## src/rtl/ps_pkg.sv

```systemverilog
package ps_pkg;

  typedef enum logic [1:0] {
    STEP_NONE = 2'd0,
    STEP_FWD  = 2'd1,
    STEP_BWD  = 2'd2
  } step_t;

endpackage

```

## src/rtl/ps_ref_edge.sv

```systemverilog
// Shared reference-lane edge finder: lowest index with a 0 -> 1 step,
// wrapping from the last phase back to phase 0.
module ps_ref_edge #(
  parameter  int NPH = 5,
  localparam int PW  = $clog2(NPH)
) (
  input  logic [NPH-1:0] ref_smp,
  output logic           found,
  output logic [PW-1:0]  idx
);

  always_comb begin
    found = 1'b0;
    idx   = '0;
    for (int i = NPH - 1; i >= 0; i--) begin
      if (!ref_smp[i] && ref_smp[(i + 1) % NPH]) begin
        found = 1'b1;
        idx   = PW'(i);
      end
    end
  end

endmodule

```

## src/rtl/ps_phase_ctrl.sv

```systemverilog
// Phase selection controller: target computation, hysteresis,
// single-step movement with wrap reporting, and lock tracking.
module ps_phase_ctrl
  import ps_pkg::*;
#(
  parameter  int NPH = 5,
  parameter  int HW  = 4,
  localparam int PW  = $clog2(NPH)
) (
  input  logic          clk,
  input  logic          rst,
  input  logic [HW-1:0] hyst_len,
  input  logic          found,
  input  logic [PW-1:0] idx,
  output logic [PW-1:0] sel,
  output logic          wrap_drop,
  output logic          wrap_dup,
  output logic          locked
);

  localparam int            OFF    = (NPH + 1) / 2;
  localparam int            HALF   = NPH / 2;
  localparam logic [PW:0]   NPH_W  = (PW + 1)'(NPH);
  localparam logic [PW:0]   OFF_W  = (PW + 1)'(OFF);
  localparam logic [PW:0]   HALF_W = (PW + 1)'(HALF);
  localparam logic [PW-1:0] LAST   = PW'(NPH - 1);

  logic [PW:0]   tsum;
  logic [PW-1:0] tgt;
  logic [PW:0]   dfw;
  logic          near;
  step_t         req;
  step_t         last_req;
  logic [HW-1:0] cnt;
  logic [HW:0]   hyst_eff;
  logic [HW:0]   cnt_nxt;
  logic          go;
  logic [PW-1:0] sel_fwd;
  logic [PW-1:0] sel_bwd;
  logic [HW-1:0] lock_cnt;
  logic [HW-1:0] lock_inc;

  // target phase: about half a period away from the reference edge
  always_comb begin
    tsum = {1'b0, idx} + OFF_W;
    tgt  = (tsum >= NPH_W) ? PW'(tsum - NPH_W) : PW'(tsum);
    dfw  = (tgt >= sel) ? ({1'b0, tgt} - {1'b0, sel})
                        : ({1'b0, tgt} + NPH_W - {1'b0, sel});
    near = (dfw <= (PW + 1)'(1)) || (dfw >= NPH_W - (PW + 1)'(1));
    if (dfw == '0)          req = STEP_NONE;
    else if (dfw <= HALF_W) req = STEP_FWD;
    else                    req = STEP_BWD;
  end

  // hysteresis
  always_comb begin
    hyst_eff = (hyst_len == '0) ? (HW + 1)'(1) : {1'b0, hyst_len};
    cnt_nxt  = (req == last_req) ? ({1'b0, cnt} + (HW + 1)'(1)) : (HW + 1)'(1);
    go       = found && (req != STEP_NONE) && (cnt_nxt >= hyst_eff);
    sel_fwd  = (sel == LAST) ? '0 : sel + PW'(1);
    sel_bwd  = (sel == '0) ? LAST : sel - PW'(1);
    lock_inc = (lock_cnt == '1) ? lock_cnt : lock_cnt + HW'(1);
  end

  always_ff @(posedge clk) begin
    if (rst) begin
      sel       <= '0;
      cnt       <= '0;
      last_req  <= STEP_NONE;
      wrap_drop <= 1'b0;
      wrap_dup  <= 1'b0;
      lock_cnt  <= '0;
      locked    <= 1'b0;
    end else begin
      wrap_drop <= 1'b0;
      wrap_dup  <= 1'b0;
      if (found) begin
        last_req <= req;
        if (req == STEP_NONE) begin
          cnt <= '0;
        end else if (go) begin
          cnt <= '0;
          if (req == STEP_FWD) begin
            sel       <= sel_fwd;
            wrap_drop <= (sel == LAST);
          end else begin
            sel      <= sel_bwd;
            wrap_dup <= (sel == '0);
          end
        end else begin
          cnt <= cnt_nxt[HW-1:0];
        end
        if (near) begin
          lock_cnt <= lock_inc;
          locked   <= ({1'b0, lock_inc} >= hyst_eff);
        end else begin
          lock_cnt <= '0;
          locked   <= 1'b0;
        end
      end
    end
  end

  // one phase step at most per cycle
  a_r5_one_step: assert property (@(posedge clk) disable iff (rst)
    1'b1 |=> ((sel == $past(sel)) ||
              (sel == (($past(sel) == LAST) ? '0 : $past(sel) + PW'(1))) ||
              (sel == (($past(sel) == '0) ? LAST : $past(sel) - PW'(1)))));

  // no reference transition, no movement
  a_r6_quiet_hold: assert property (@(posedge clk) disable iff (rst)
    !found |=> $stable(sel) && $stable(locked));

  // the two wrap kinds never coincide
  a_r7_r8_wrap_excl: assert property (@(posedge clk) disable iff (rst)
    !(wrap_drop && wrap_dup));

endmodule

```

## src/rtl/ps_lane_pick.sv

```systemverilog
// Per-lane registered phase selection.
module ps_lane_pick #(
  parameter  int NPH   = 5,
  parameter  int LANES = 4,
  localparam int PW    = $clog2(NPH)
) (
  input  logic                 clk,
  input  logic                 rst,
  input  logic [LANES*NPH-1:0] lane_smp,
  input  logic [PW-1:0]        sel,
  output logic [LANES-1:0]     bits_q
);

  for (genvar l = 0; l < LANES; l++) begin : g_lane
    logic [NPH-1:0] vec;
    logic           bit_q;
    assign vec = lane_smp[l*NPH +: NPH];
    always_ff @(posedge clk) begin
      if (rst) bit_q <= 1'b0;
      else     bit_q <= vec[sel];
    end
    assign bits_q[l] = bit_q;
  end

endmodule

```

## src/rtl/mesosync_phase_select.sv

```systemverilog
module mesosync_phase_select #(
  parameter int NPH   = 5,
  parameter int LANES = 4,
  parameter int HW    = 4
) (
  input  logic                   clk,
  input  logic                   rst,
  input  logic [HW-1:0]          hyst_len,
  input  logic [NPH-1:0]         ref_smp,
  input  logic [LANES*NPH-1:0]   lane_smp,
  output logic [LANES-1:0]       data_out,
  output logic                   data_vld,
  output logic                   slip_drop,
  output logic                   slip_dup,
  output logic                   locked,
  output logic [$clog2(NPH)-1:0] phase_sel
);

  localparam int            PW   = $clog2(NPH);
  localparam logic [PW-1:0] LAST = PW'(NPH - 1);

  if (NPH < 4) begin : g_nph_check
    $error("phase detection needs at least four sampling phases");
  end

  logic          found;
  logic [PW-1:0] idx;
  logic [PW-1:0] sel;
  logic          wrap_drop;
  logic          wrap_dup;

  ps_ref_edge #(.NPH(NPH)) u_edge (
    .ref_smp (ref_smp),
    .found   (found),
    .idx     (idx)
  );

  ps_phase_ctrl #(.NPH(NPH), .HW(HW)) u_ctrl (
    .clk       (clk),
    .rst       (rst),
    .hyst_len  (hyst_len),
    .found     (found),
    .idx       (idx),
    .sel       (sel),
    .wrap_drop (wrap_drop),
    .wrap_dup  (wrap_dup),
    .locked    (locked)
  );

  ps_lane_pick #(.NPH(NPH), .LANES(LANES)) u_pick (
    .clk      (clk),
    .rst      (rst),
    .lane_smp (lane_smp),
    .sel      (sel),
    .bits_q   (data_out)
  );

  // flags line up with the first word sampled at the new phase
  always_ff @(posedge clk) begin
    if (rst) begin
      data_vld  <= 1'b0;
      slip_drop <= 1'b0;
      slip_dup  <= 1'b0;
    end else begin
      data_vld  <= !wrap_dup;
      slip_drop <= wrap_drop;
      slip_dup  <= wrap_dup;
    end
  end

  assign phase_sel = sel;

  // forward wrap is reported on the next word, which stays valid
  a_r7_drop_flag: assert property (@(posedge clk) disable iff (rst)
    ($past(sel) == LAST && sel == '0) |=> (slip_drop && data_vld));

  // backward wrap is reported on the next word, marked not valid
  a_r8_dup_flag: assert property (@(posedge clk) disable iff (rst)
    ($past(sel) == '0 && sel == LAST) |=> (slip_dup && !data_vld));

  // a repeated word is never valid
  a_r8_dup_invalid: assert property (@(posedge clk) disable iff (rst)
    slip_dup |-> !data_vld && !slip_drop);

endmodule

```

## config.mk

```make
export PLATFORM = sky130hd
export DESIGN_NAME = mesosync_phase_select
export DESIGN_NICKNAME = d
export VERILOG_FILES = /design/src/rtl/ps_pkg.sv /design/src/rtl/ps_ref_edge.sv /design/src/rtl/ps_phase_ctrl.sv /design/src/rtl/ps_lane_pick.sv /design/src/rtl/mesosync_phase_select.sv
export SDC_FILE = /design/constraint.sdc
export NUM_CORES = 1
export LEC_CHECK = 0
export BUFFER_PORTS_ARGS = -buffer_cell sky130_fd_sc_hd__buf_2
export CAP_MARGIN = 15
export CORE_ASPECT_RATIO = 1.5
export CORE_MARGIN = 1
export CORE_UTILIZATION = 59
export CTS_CLUSTER_SIZE = 24
export DETAILED_ROUTE_END_ITERATION = 12
export PLACE_DENSITY = 0.86
export SYNTH_ARGS = -nofsm -noshare
export SYNTH_HDL_FRONTEND = slang
export SYNTH_SLANG_ARGS = --single-unit
```

## constraint.sdc

```tcl
create_clock -name clk -period 21.4 [get_ports clk]
set_input_delay 5.35 -clock clk [delete_from_list [all_inputs] [get_ports clk]]
set_output_delay 5.35 -clock clk [all_outputs]
set_load 0.01 [all_outputs]
```

# --- Word-level counts from Yosys, hierarchy flattened ---
# Cells that the tools add are included.
# Widths: inputs -> output; s select.
op_classes:
  eq_ne: 4
  addsub: 9
  n_reduce_logical: 22
  n_mux: 32
  order_cmp: 8
  bitwise_logic: 4
op_table:
  columns: ["op", "count"]
  rows:
  - ["$mux 3", 9]
  - ["$mux 4", 6]
  - ["$bmux 1 s3", 4]
  - ["$mux 1", 10]
  - ["$reduce_or 5->1", 2]
  - ["$ge 4x3->1 const B", 2]
  - ["$logic_not 4->1", 2]
  - ["$logic_and 1x1->1", 7]
  - ["$logic_not 1->1", 6]
  - ["$add 4x1->5 const B", 1]
  - ["$ge 4x5->1", 1]
  - ["$ge 5x5->1", 1]
  - ["$mux 5", 1]
  - ["$add 3x2->4 const B", 1]
  - ["$add 3x3->4 const B", 1]
  - ["$add 4x1->4 const B", 1]
  - ["$eq 4x4->1 const B", 1]
  - ["$le 4x1->1 const B", 1]
  - ["$le 4x2->1 const B", 1]
  - ["$lt 3x4->1 const B", 1]
  - ["$mux 2", 2]
  - ["$not 1->1", 4]
  - ["$sub 3x3->4", 1]
  - ["$sub 4x3->4", 1]
  - ["other kinds (12)", 12]
totals:
  out_inout_bits: 11
  wordCells: 93
  in_bits: 31
  ff_bits: 23

# --- Longest topological paths before layout ---
# Gate-level depths: netlist of run 1.
logic_depth:
  depth_word: 22
  mapped_depth: 28
  depth_no_buf: 28

# --- Cells and area by module ---
# Synthesis of run 1 repeated with hierarchy kept, for this count alone.
hier_totals:
  hier_cells: 242
  area_unflattened_um2: 2119.5
modules_own_cells:
  columns: ["module", "instances", "seq_area_each_um2", "cells_per_inst", "area_per_inst_um2"]
  rows:
  - ["ps_phase_ctrl", 1, 320.3, 189, 1626.6]
  - ["ps_lane_pick", 1, 80.1, 32, 327.8]
  - ["ps_ref_edge", 1, 0.0, 15, 88.8]
  - ["mesosync_phase_select", 1, 60.1, 6, 76.3]

# --- Least setup slack after synthesis of run 1 ---
# No wires, ideal clock.
synth_timing:
  path_kind: "input to register"
  startpoint: "input ref_smp[4]"
  endpoint: "register u_ctrl.cnt[0]"
  setup_ns: 0.079
  cell_stages: 24
  path_buffers: 0
  t_arrival_ns: 10.449
  required_ns: 21.321
  path_slack_ns: 10.872
  cell_sequence: "nor2b_1 nand2_1 nand2_1 o21ai_0 ha_1 o311ai_0 xnor2_1 inv_1 ha_1 fa_1 inv_1 fa_1 a2111o_1 a21oi_2 a2bb2oi_2 o41ai_2 and2_1 ha_1 nor3b_1 o21ai_0 nor3_1 o21ai_0 or3b_2 o211ai_1"
synth_between:
  elab_chain_len: 22
  word_cells_on_any_way: 35
  classes_between: "add/sub: 5; order compare: 4; eq/ne: 1; mux: 17; reduce/logical: 8"
synth_lines:
  columns: ["item", "line", "text"]
  rows:
  - ["start, declared", "mesosync_phase_select.sv:9", "input logic [NPH-1:0] ref_smp,"]
  - ["$logic_not 1->1", "ps_ref_edge.sv:16", "if (!ref_smp[i] && ref_smp[(i + 1) % NPH]) begin"]
  - ["$logic_and 1x1->1", "ps_ref_edge.sv:16", null]
  - ["$mux 3 (5 in a row)", "ps_ref_edge.sv:16", null]
  - ["$add 3x2->4", "ps_phase_ctrl.sv:45", "tsum = {1'b0, idx} + OFF_W;"]
  - ["$ge 4x3->1 / $sub 3x3->3 (equally long branches)", "ps_phase_ctrl.sv:46", "tgt = (tsum >= NPH_W) ? PW'(tsum - NPH_W) : PW'(tsum);"]
  - ["$mux 3", "ps_phase_ctrl.sv:46", null]
  - ["$add 3x3->4", "ps_phase_ctrl.sv:48", ": ({1'b0, tgt} + NPH_W - {1'b0, sel});"]
  - ["$sub 4x3->4", "ps_phase_ctrl.sv:48", null]
  - ["[... 2 more ...]", null, null]
  - ["$mux 2", "ps_phase_ctrl.sv:51", "else if (dfw <= HALF_W) req = STEP_FWD;"]
  - ["$mux 2", "ps_phase_ctrl.sv:50", "if (dfw == '0) req = STEP_NONE;"]
  - ["$eq 2x2->1", "ps_phase_ctrl.sv:58", "cnt_nxt = (req == last_req) ? ({1'b0, cnt} + (HW + 1)'(1)) : (HW + 1)'(1);"]
  - ["$mux 5", "ps_phase_ctrl.sv:58", null]
  - ["$ge 5x5->1", "ps_phase_ctrl.sv:59", "go = found && (req != STEP_NONE) && (cnt_nxt >= hyst_eff);"]
  - ["$logic_and 1x1->1", "ps_phase_ctrl.sv:59", null]
  - ["$mux 4", "ps_phase_ctrl.sv:81", "end else if (go) begin"]
  - ["$mux 4", "ps_phase_ctrl.sv:79", "if (req == STEP_NONE) begin"]
  - ["end signal, assigned", "ps_phase_ctrl.sv:91", "cnt <= cnt_nxt[HW-1:0];"]
  - ["end, declared", "ps_phase_ctrl.sv:34", "logic [HW-1:0] cnt;"]
# Several ways; a longest one is shown, not always the timed one.
# A chain may end at the register's enable or synchronous reset.

# --- Worst setup path after layout of run 1 ---
# Same ends and word-level chain as after synthesis.

==> summary.txt, run 1 <==
Logic synthesis
  • Avg Cell Area, Syn: between 8 and 9 µm²
  • XOR/XNOR share of the synthesized area: 3.60%
  • Compound-Gate Fraction of Synth Area: 20.0%
  • Mapped Cells: about 220
  • Post-Syn Area: 1950 µm²
  • Post-synthesis mux area share: 8.48%
  • Post-Synth Simple-Gate Area: between 20% and 30%
  • Unique masters post-synth: 54
  • Synth top area cells: dfxtp_1, ha_1, mux4_2, nor2_1, inv_1
  • Commonest cells in the synthesized netlist: dfxtp_1, ha_1, nor2_1, inv_1, nand2_1
  • EDFF count, synth: 0
  • Sequential share of the synthesized area: 23.6%
  • Synthesized Nets: 280
  • Ys flop type: dfxtp_1
  • Yosys reg bits: 23
  • Post-synth top area share: between 20% and 30%
  • Largest family of logic cells by synthesized area: compound AO/OA/AOI/OAI gates
  • Synth Area in Adders: 17.9%
  • Post-synth ARST share: 0%
  • Post-synth top area cell: dfxtp_1
  • YS warnings: 0

Final layout
  • ANT cells: 0
  • Area growth, synth to finish: 13.0%
  • Share of cells above drive strength 1: 25.1%
  • Final core utilization: 69.7%
  • Final nets: 317
  • Fillers: 262
  • Design Area, Final: 2200 µm²

Flow run
  • Number of max-cap violations: 0

Timing
  • Worst slew pin tran: 0.567 ns
  • Fin Setup TNS: 0 ns
  • Min cycle time layout: ~11 ns
  • Slew Limit Fails: 0
  • Fin. Hold Viols: 0
  • Clock skew: 0.00167 ns
  • Max_slew headroom: between 60% and 70%
  • RSZ-0062 raised after global routing: no
  • Final period utilization: 51.4%
  • Number of setup violations in the final report: 0
  • Fmax: 90.8 MHz

Floorplanning
  • Die H: 72.4 µm
  • Ports: 42
  • Die area: 3540 µm²
  • Row cnt: 25
  • Core box area: 3160 µm²
  • Horiz. Die Dim: 48.9 µm
  • Initial Utilization: 61.7%

Clock network
  • # H-tree levels: 1
  • CTS Hold Bufs: 0
  • Skew-Pair Late Insertion Delay: about 0.26 ns
  • CTS tree: done
  • Post-CTS setup repair buffer count: 0
  • CTS sink cnt: 23
  • Clock root buffer: clkbuf_8
  • CTS Buffer Depth: 2
  • Post-cts gate resize count: 0
  • Clk slew on worst S/H paths: 0.09 ns
  • CTS Buf Count: 3

Placed design
  • I/O Buffers: 41
  • Placer congestion estimate: around 0.85
  • Hpwl dp: roughly 3300 µm
  • Placed Instance Area: 2150 µm²

Detailed routing
  • WL per Instance: approximately 14 µm
  • Routed Antenna Nets: 0
  • Vias per std cell: 5.89
  • Via count: 1761
  • Pre-antenna DRT Iters: 4
  • DRC violations left: 0
  • Initial DRC Count: between 40 and 50
  • Drt total wl: approximately 4100 µm

Global routing
  • Total GRT Usage: 24.5%
  • First-pass GRT wire length: 6820 µm
  • Pin count of the biggest net entering global routing: 23
  • Initial antenna violation count: 0
  • Total grt overflow: 0
  • Vias in the first global route: 1660

Power
  • Leak: 1.00 nW
  • Pwr Density: ~100 nW/µm²
  • Combinational power share: 58.7%
  • Power share of the clock group: 12.1%
  • Switching portion of total power: 44.1%
  • Sequential Power Share: 29.3%
  • P_sw: 0.101 mW
  • Peak VDD IR: between 0.00005 and 0.00006 V
  • Internal power: between 0.1 and 0.15 mW

Setup path
  • Worst Path Max Fanout: 8
  • Critical Path End Type: flop
  • Setup CP Type: in2reg
  • Required time of the critical path: 21.59 ns
  • Critical Path AT: 11.20 ns
  • CP Launch Type: input pin

Min path
  • Hold Crit Class: reg2reg

Status
  • Status: completed
==> stage by stage <==
stage	setup slack, ns	cells	power (mW)	hold WS [ns]
after CTS	10.42	299	0.230	0.402
after global placement	10.28	295	0.196	0.392
final	10.39	299	0.229	0.400
after detailed placement	10.17	295	0.202	0.389
after floorplan	10.87	223	0.174	0.379
after global routing	9.88	299	0.249	0.419
==> layer usage <==
metal | wire (µm) | part of all wire [%] | GRT usage [%]
met5 | 0 | 0 | 0
met4 | 119 | 2.9 | 14.4
met1 | 1630 | 40 | 25.4
met2 | 2210 | 54 | 46.6
met3 | 164 | 4.0 | 2.94
==> state kept, by name (all words and copies together), names as in the netlist <==
register and cells:
u_ctrl.wrap_drop 1, data_vld 1, u_ctrl.locked 1, u_pick.g_lane.bit_q 4, u_ctrl.last_req 2, slip_dup 1
u_ctrl.cnt 4, u_ctrl.wrap_dup 1, slip_drop 1, u_ctrl.sel 3, u_ctrl.lock_cnt 4
==> cell type report <==
cell class / count / area, µm² / area share, %
multi-input combinational: 171 / 1360 / 62.0
sequential: 23 / 460 / 20.9
timing repair buffer: 41 / 205 / 9.32
inverter: 20 / 75.1 / 3.41
tap: 40 / 50.0 / 2.27
clock buffer: 3 / 41.3 / 1.88
clock inverter: 1 / 5.00 / 0.227
==> cell usage in the layout, fill, tap and decap left out, types with 2 or more instances in the layout <==
master,synthesis,layout
buf_2,0,41
nor2_1,23,23
ha_1,23,23
dfxtp_1,23,23
inv_1,20,20
nand2_1,15,15
a21oi_1,11,11
nand3_1,11,11
o21ai_0,6,6
nor2b_1,6,6
nor3b_1,5,5
nand2b_1,4,4
o211ai_1,4,4
xnor2_1,4,4
xor2_1,4,4
and2_1,4,4
mux4_2,4,4
a22oi_1,3,3
mux2i_1,3,3
fa_1,3,3
clkbuf_8,0,3
a31oi_1,2,2
o41ai_2,2,2
nor3_1,2,2
mux2_2,2,2
a211oi_1,2,2
a21o_1,2,2
==> final timing paths <==
| kind | to | cells after the start | slack (ns) | from |
|---|---|---|---|---|
| setup / recovery | u_ctrl.cnt[0] | 25 | 10.39 | ref_smp[4] |
| hold / removal | data_vld | 1 | 0.40 | u_ctrl.wrap_dup |
| setup reg to reg | u_ctrl.cnt[0] | 16 | 16.45 | u_ctrl.sel[2] |
| hold reg to reg | data_vld | 1 | 0.40 | u_ctrl.wrap_dup |
==> cell families (layout without fill, tap and decap cells) <==
logic type,after synthesis,count (layout)
compound gates,50,50
simple gates,77,77
xor+xnor,8,8
fa+ha+maj,26,26
mux,10,10
flops,23,23
buf+inv,29,65
==> power by group through the flow <==
| stage | Sequential, mW | Combinational, mW | Clock, mW |
|---|---|---|---|
| after global routing | 0.0690 | 0.150 | 0.0297 |
| after floorplan | 0.0630 | 0.111 | 0 |
| final | 0.0670 | 0.134 | 0.0276 |
| after CTS | 0.0670 | 0.135 | 0.0278 |
| after global placement | 0.0674 | 0.129 | 0 |
| after detailed placement | 0.0680 | 0.134 | 0 |
==> worst max-delay path, cell delays in order <==
cell       delay [ns]
buf_2            0.12
nor2b_1          0.17
nand2_1          0.07
nand2_1          0.06
o21ai_0          0.19
ha_1             0.30
o311ai_0         0.52
xnor2_1          0.22
inv_1            0.07
ha_1             0.20
fa_1             0.36
inv_1            0.07
fa_1             0.40
a2111o_1         0.39
a211oi_4         0.46
a2bb2oi_2        0.16
o41ai_2          0.13
and2_1           0.20
ha_1             0.23
nor3b_1          0.18
o21ai_0          0.22
nor3_1           0.31
o21ai_0          0.23
or3b_2           0.48
o211ai_1         0.09
Power figures use the tool's default switching activity.
==> run 2, diff against run 1 <==
- CORE_UTILIZATION: 59 -> 49
- PLACE_DENSITY: 0.86 -> 0.76
- clock period: 21.4 -> 9.35 ns (I/O delays scaled with it)
==> run 2 against run 1 <==
Die area increased by 20%. Register-to-register slack lost 12 ns. Sequential power grew 130%. Non-clock buffer count stayed put. First-iteration DRC count grew 8.7%. Total power grew 130%. Final area up 0.17%. Clock-buffer cell count is the same. Combinational power is 130% higher. Worst hold slack improved by 0.0024 ns. Sequential share of layout area about the same. Cell count grew 1.0%. Critical path type unchanged.
==> summary.txt, run 2 (synthesis results as in run 1) <==
Status
  • Status: completed (unchanged)

Placed design
  • I/O Buffers: 41 (unchanged)
  • Hpwl dp: 3270 µm (was 3330 µm)
  • DP Worst Slack: 1.00 ns (was 10.17 ns)
  • Placer congestion estimate: 0.852 (about the same)

Power
  • Leak: 1.00 nW (unchanged)
  • Total Power: 0.520 mW (was 0.229 mW)
  • Peak VDD IR: 0.000137 V (was 0.0000561 V)
  • Pwr Density: 236 nW/µm² (was 104 nW/µm²)

Clock network
  • Post-CTS setup repair buffer count: 0 (unchanged)
  • CTS tree: done (unchanged)
  • # H-tree levels: 1 (unchanged)
  • CTS Buf Count: 3 (unchanged)
  • Clk slew on worst S/H paths: 0.09 ns (about the same)
  • Skew-Pair Late Insertion Delay: 0.27 ns (was 0.26 ns)
  • CTS Buffer Depth: 2 (unchanged)
  • Post-cts gate resize count: 0 (unchanged)
  • CTS Hold Bufs: 0 (unchanged)
  • CTS sink cnt: 23 (unchanged)
  • Clock root buffer: clkbuf_8 (unchanged)

Detailed routing
  • Pre-antenna DRT Iters: 4 (unchanged)
  • Via count: 1731 (was 1761)
  • Initial DRC Count: 50 (was 46)
  • Drt total wl: 4050 µm (was 4130 µm)
  • Vias per std cell: 5.73 (was 5.89)
  • WL per Instance: 13.4 µm (was 13.8 µm)
  • Routed Antenna Nets: 0 (unchanged)
  • DRC violations left: 0 (unchanged)

Setup path
  • Setup CP Type: in2reg (unchanged)
  • Critical path's largest stage delay: 0.56 ns (was 0.52 ns)
  • Family with the most delay on the worst path: compound AO/OA/AOI/OAI gates (unchanged)
  • Worst Path Max Fanout: 7 (was 8)
  • Required time of the critical path: 9.55 ns (was 21.59 ns)
  • CP Launch Type: input pin (unchanged)
  • Slowest stage cell, crit path: o311ai_0 (unchanged)
  • CP bufs+invs: 3 (unchanged)
  • Critical Path End Type: flop (unchanged)
  • Critical Path AT: 8.30 ns (was 11.20 ns)

Min path
  • Hold Crit Class: reg2reg (unchanged)

Floorplanning
  • Core box area: 3750 µm² (was 3160 µm²)
  • Horiz. Die Dim: 53.5 µm (was 48.9 µm)
  • Initial Utilization: 52.0% (was 61.7%)
  • Row cnt: 27 (was 25)
  • Die H: 79.2 µm (was 72.4 µm)
  • Die area: 4240 µm² (was 3540 µm²)
  • Ports: 42 (unchanged)

Global routing
  • Vias in the first global route: 1522 (was 1660)
  • Total grt overflow: 0 (unchanged)
  • Initial antenna violation count: 0 (unchanged)
  • First-pass GRT wire length: 6380 µm (was 6820 µm)
  • Total GRT Usage: 20.2% (was 24.5%)
  • Pin count of the biggest net entering global routing: 23 (unchanged)

Final layout
  • Final nets: 317 (unchanged)
  • Most common cell after layout, fill and taps aside: buf_2 (unchanged)
  • Fillers: 354 (was 262)
  • Area growth, synth to finish: 13.2% (was 13.0%)
  • ANT cells: 0 (unchanged)
  • Share of cells above drive strength 1: 25.1% (unchanged)
  • Most frequent cells in the layout: buf_2, nor2_1, ha_1, dfxtp_1, inv_1 (unchanged)
  • Biggest regs: u_ctrl.cnt (4), u_ctrl.lock_cnt (4), u_pick.g_lane.bit_q (4) (unchanged)

Timing
  • Number of setup violations in the final report: 0 (unchanged)
  • Slew Limit Fails: 0 (unchanged)
  • Fin Setup TNS: 0 ns (unchanged)
  • Final period utilization: 86.6%
  • RSZ-0062 raised after global routing: no (unchanged)
  • Min cycle time layout: just over 8 ns
  • Worst slew pin tran: 0.583 ns (was 0.567 ns)
  • Max_slew headroom: 60.6% (was 61.1%)
  • Clock skew: 0.000883 ns (was 0.00167 ns)
  • Fmax: about 120 MHz
  • Final worst slack: 1.25 ns (was 10.39 ns)
  • Fin. Hold Viols: 0 (unchanged)

Flow run
  • Number of max-cap violations: 0 (unchanged)
-- run 2: cell type report --
| cell class | instances | area (µm²) | area share (%) |
|---|---|---|---|
| clock inverters | 1 | 5.00 | 0.227 |
| clock buffers | 3 | 41.3 | 1.87 |
| flip-flops and latches | 23 | 460 | 20.9 |
| repair buffers | 41 | 205 | 9.31 |
| inverters | 20 | 75.1 | 3.41 |
| multi-input cells | 171 | 1360 | 61.9 |
| well taps | 43 | 53.8 | 2.44 |
-- run 2: worst register-to-register path: stages, from the launching register on --
cell,delay [ns]
dfxtp_1,0.64
inv_1,0.16
ha_1,0.37
inv_1,0.07
ha_1,0.13
inv_1,0.05
fa_1,0.37
xor2_1,0.13
nand3_1,0.21
a21oi_2,0.32
a2bb2oi_2,0.26
o41ai_2,0.16
and2_1,0.20
ha_1,0.29
nor3b_1,0.19
o21ai_0,0.21
nor3_1,0.34
o21ai_0,0.24
or3b_2,0.48
o211ai_1,0.09
-- run 2: final timing paths --
path	startpoint	endpoint	slack, ns	cells after the start
hold / removal	u_ctrl.wrap_dup	data_vld	0.40	1
hold reg to reg	u_ctrl.wrap_dup	data_vld	0.40	1
setup / recovery	ref_smp[3]	u_ctrl.cnt[0]	1.25	26
setup reg to reg	u_ctrl.sel[1]	u_ctrl.cnt[0]	4.37	19
-- run 2: layer usage --
layer | wire length [µm] | global-route usage, %
met1 | 1600 | 21.5
met2 | 2260 | 37.9
met5 | 0 | 0
met3 | 125 | 2.11
met4 | 60 | 8.68
-- run 2: power breakdown --
group          leakage [nW]  internal, mW  switching, mW
logic                 0.789         0.140          0.164
registers             0.189         0.123         0.0284
clock network        0.0255        0.0298         0.0351
total                  1.00         0.293          0.227
-- run 2: stage by stage --
| step | utilization (%) | std cells | hold slack (ns) | cell area (µm²) |
|---|---|---|---|---|
| after floorplan | - | 223 | 0.379 | 1950 |
| after global placement | 57.6 | 298 | 0.393 | 2160 |
| after detailed placement | 57.6 | 298 | 0.396 | 2160 |
| after CTS | 58.8 | 302 | 0.408 | 2200 |
| after global routing | 58.8 | 302 | 0.415 | 2200 |
| final | 58.8 | 302 | 0.402 | 2200 |
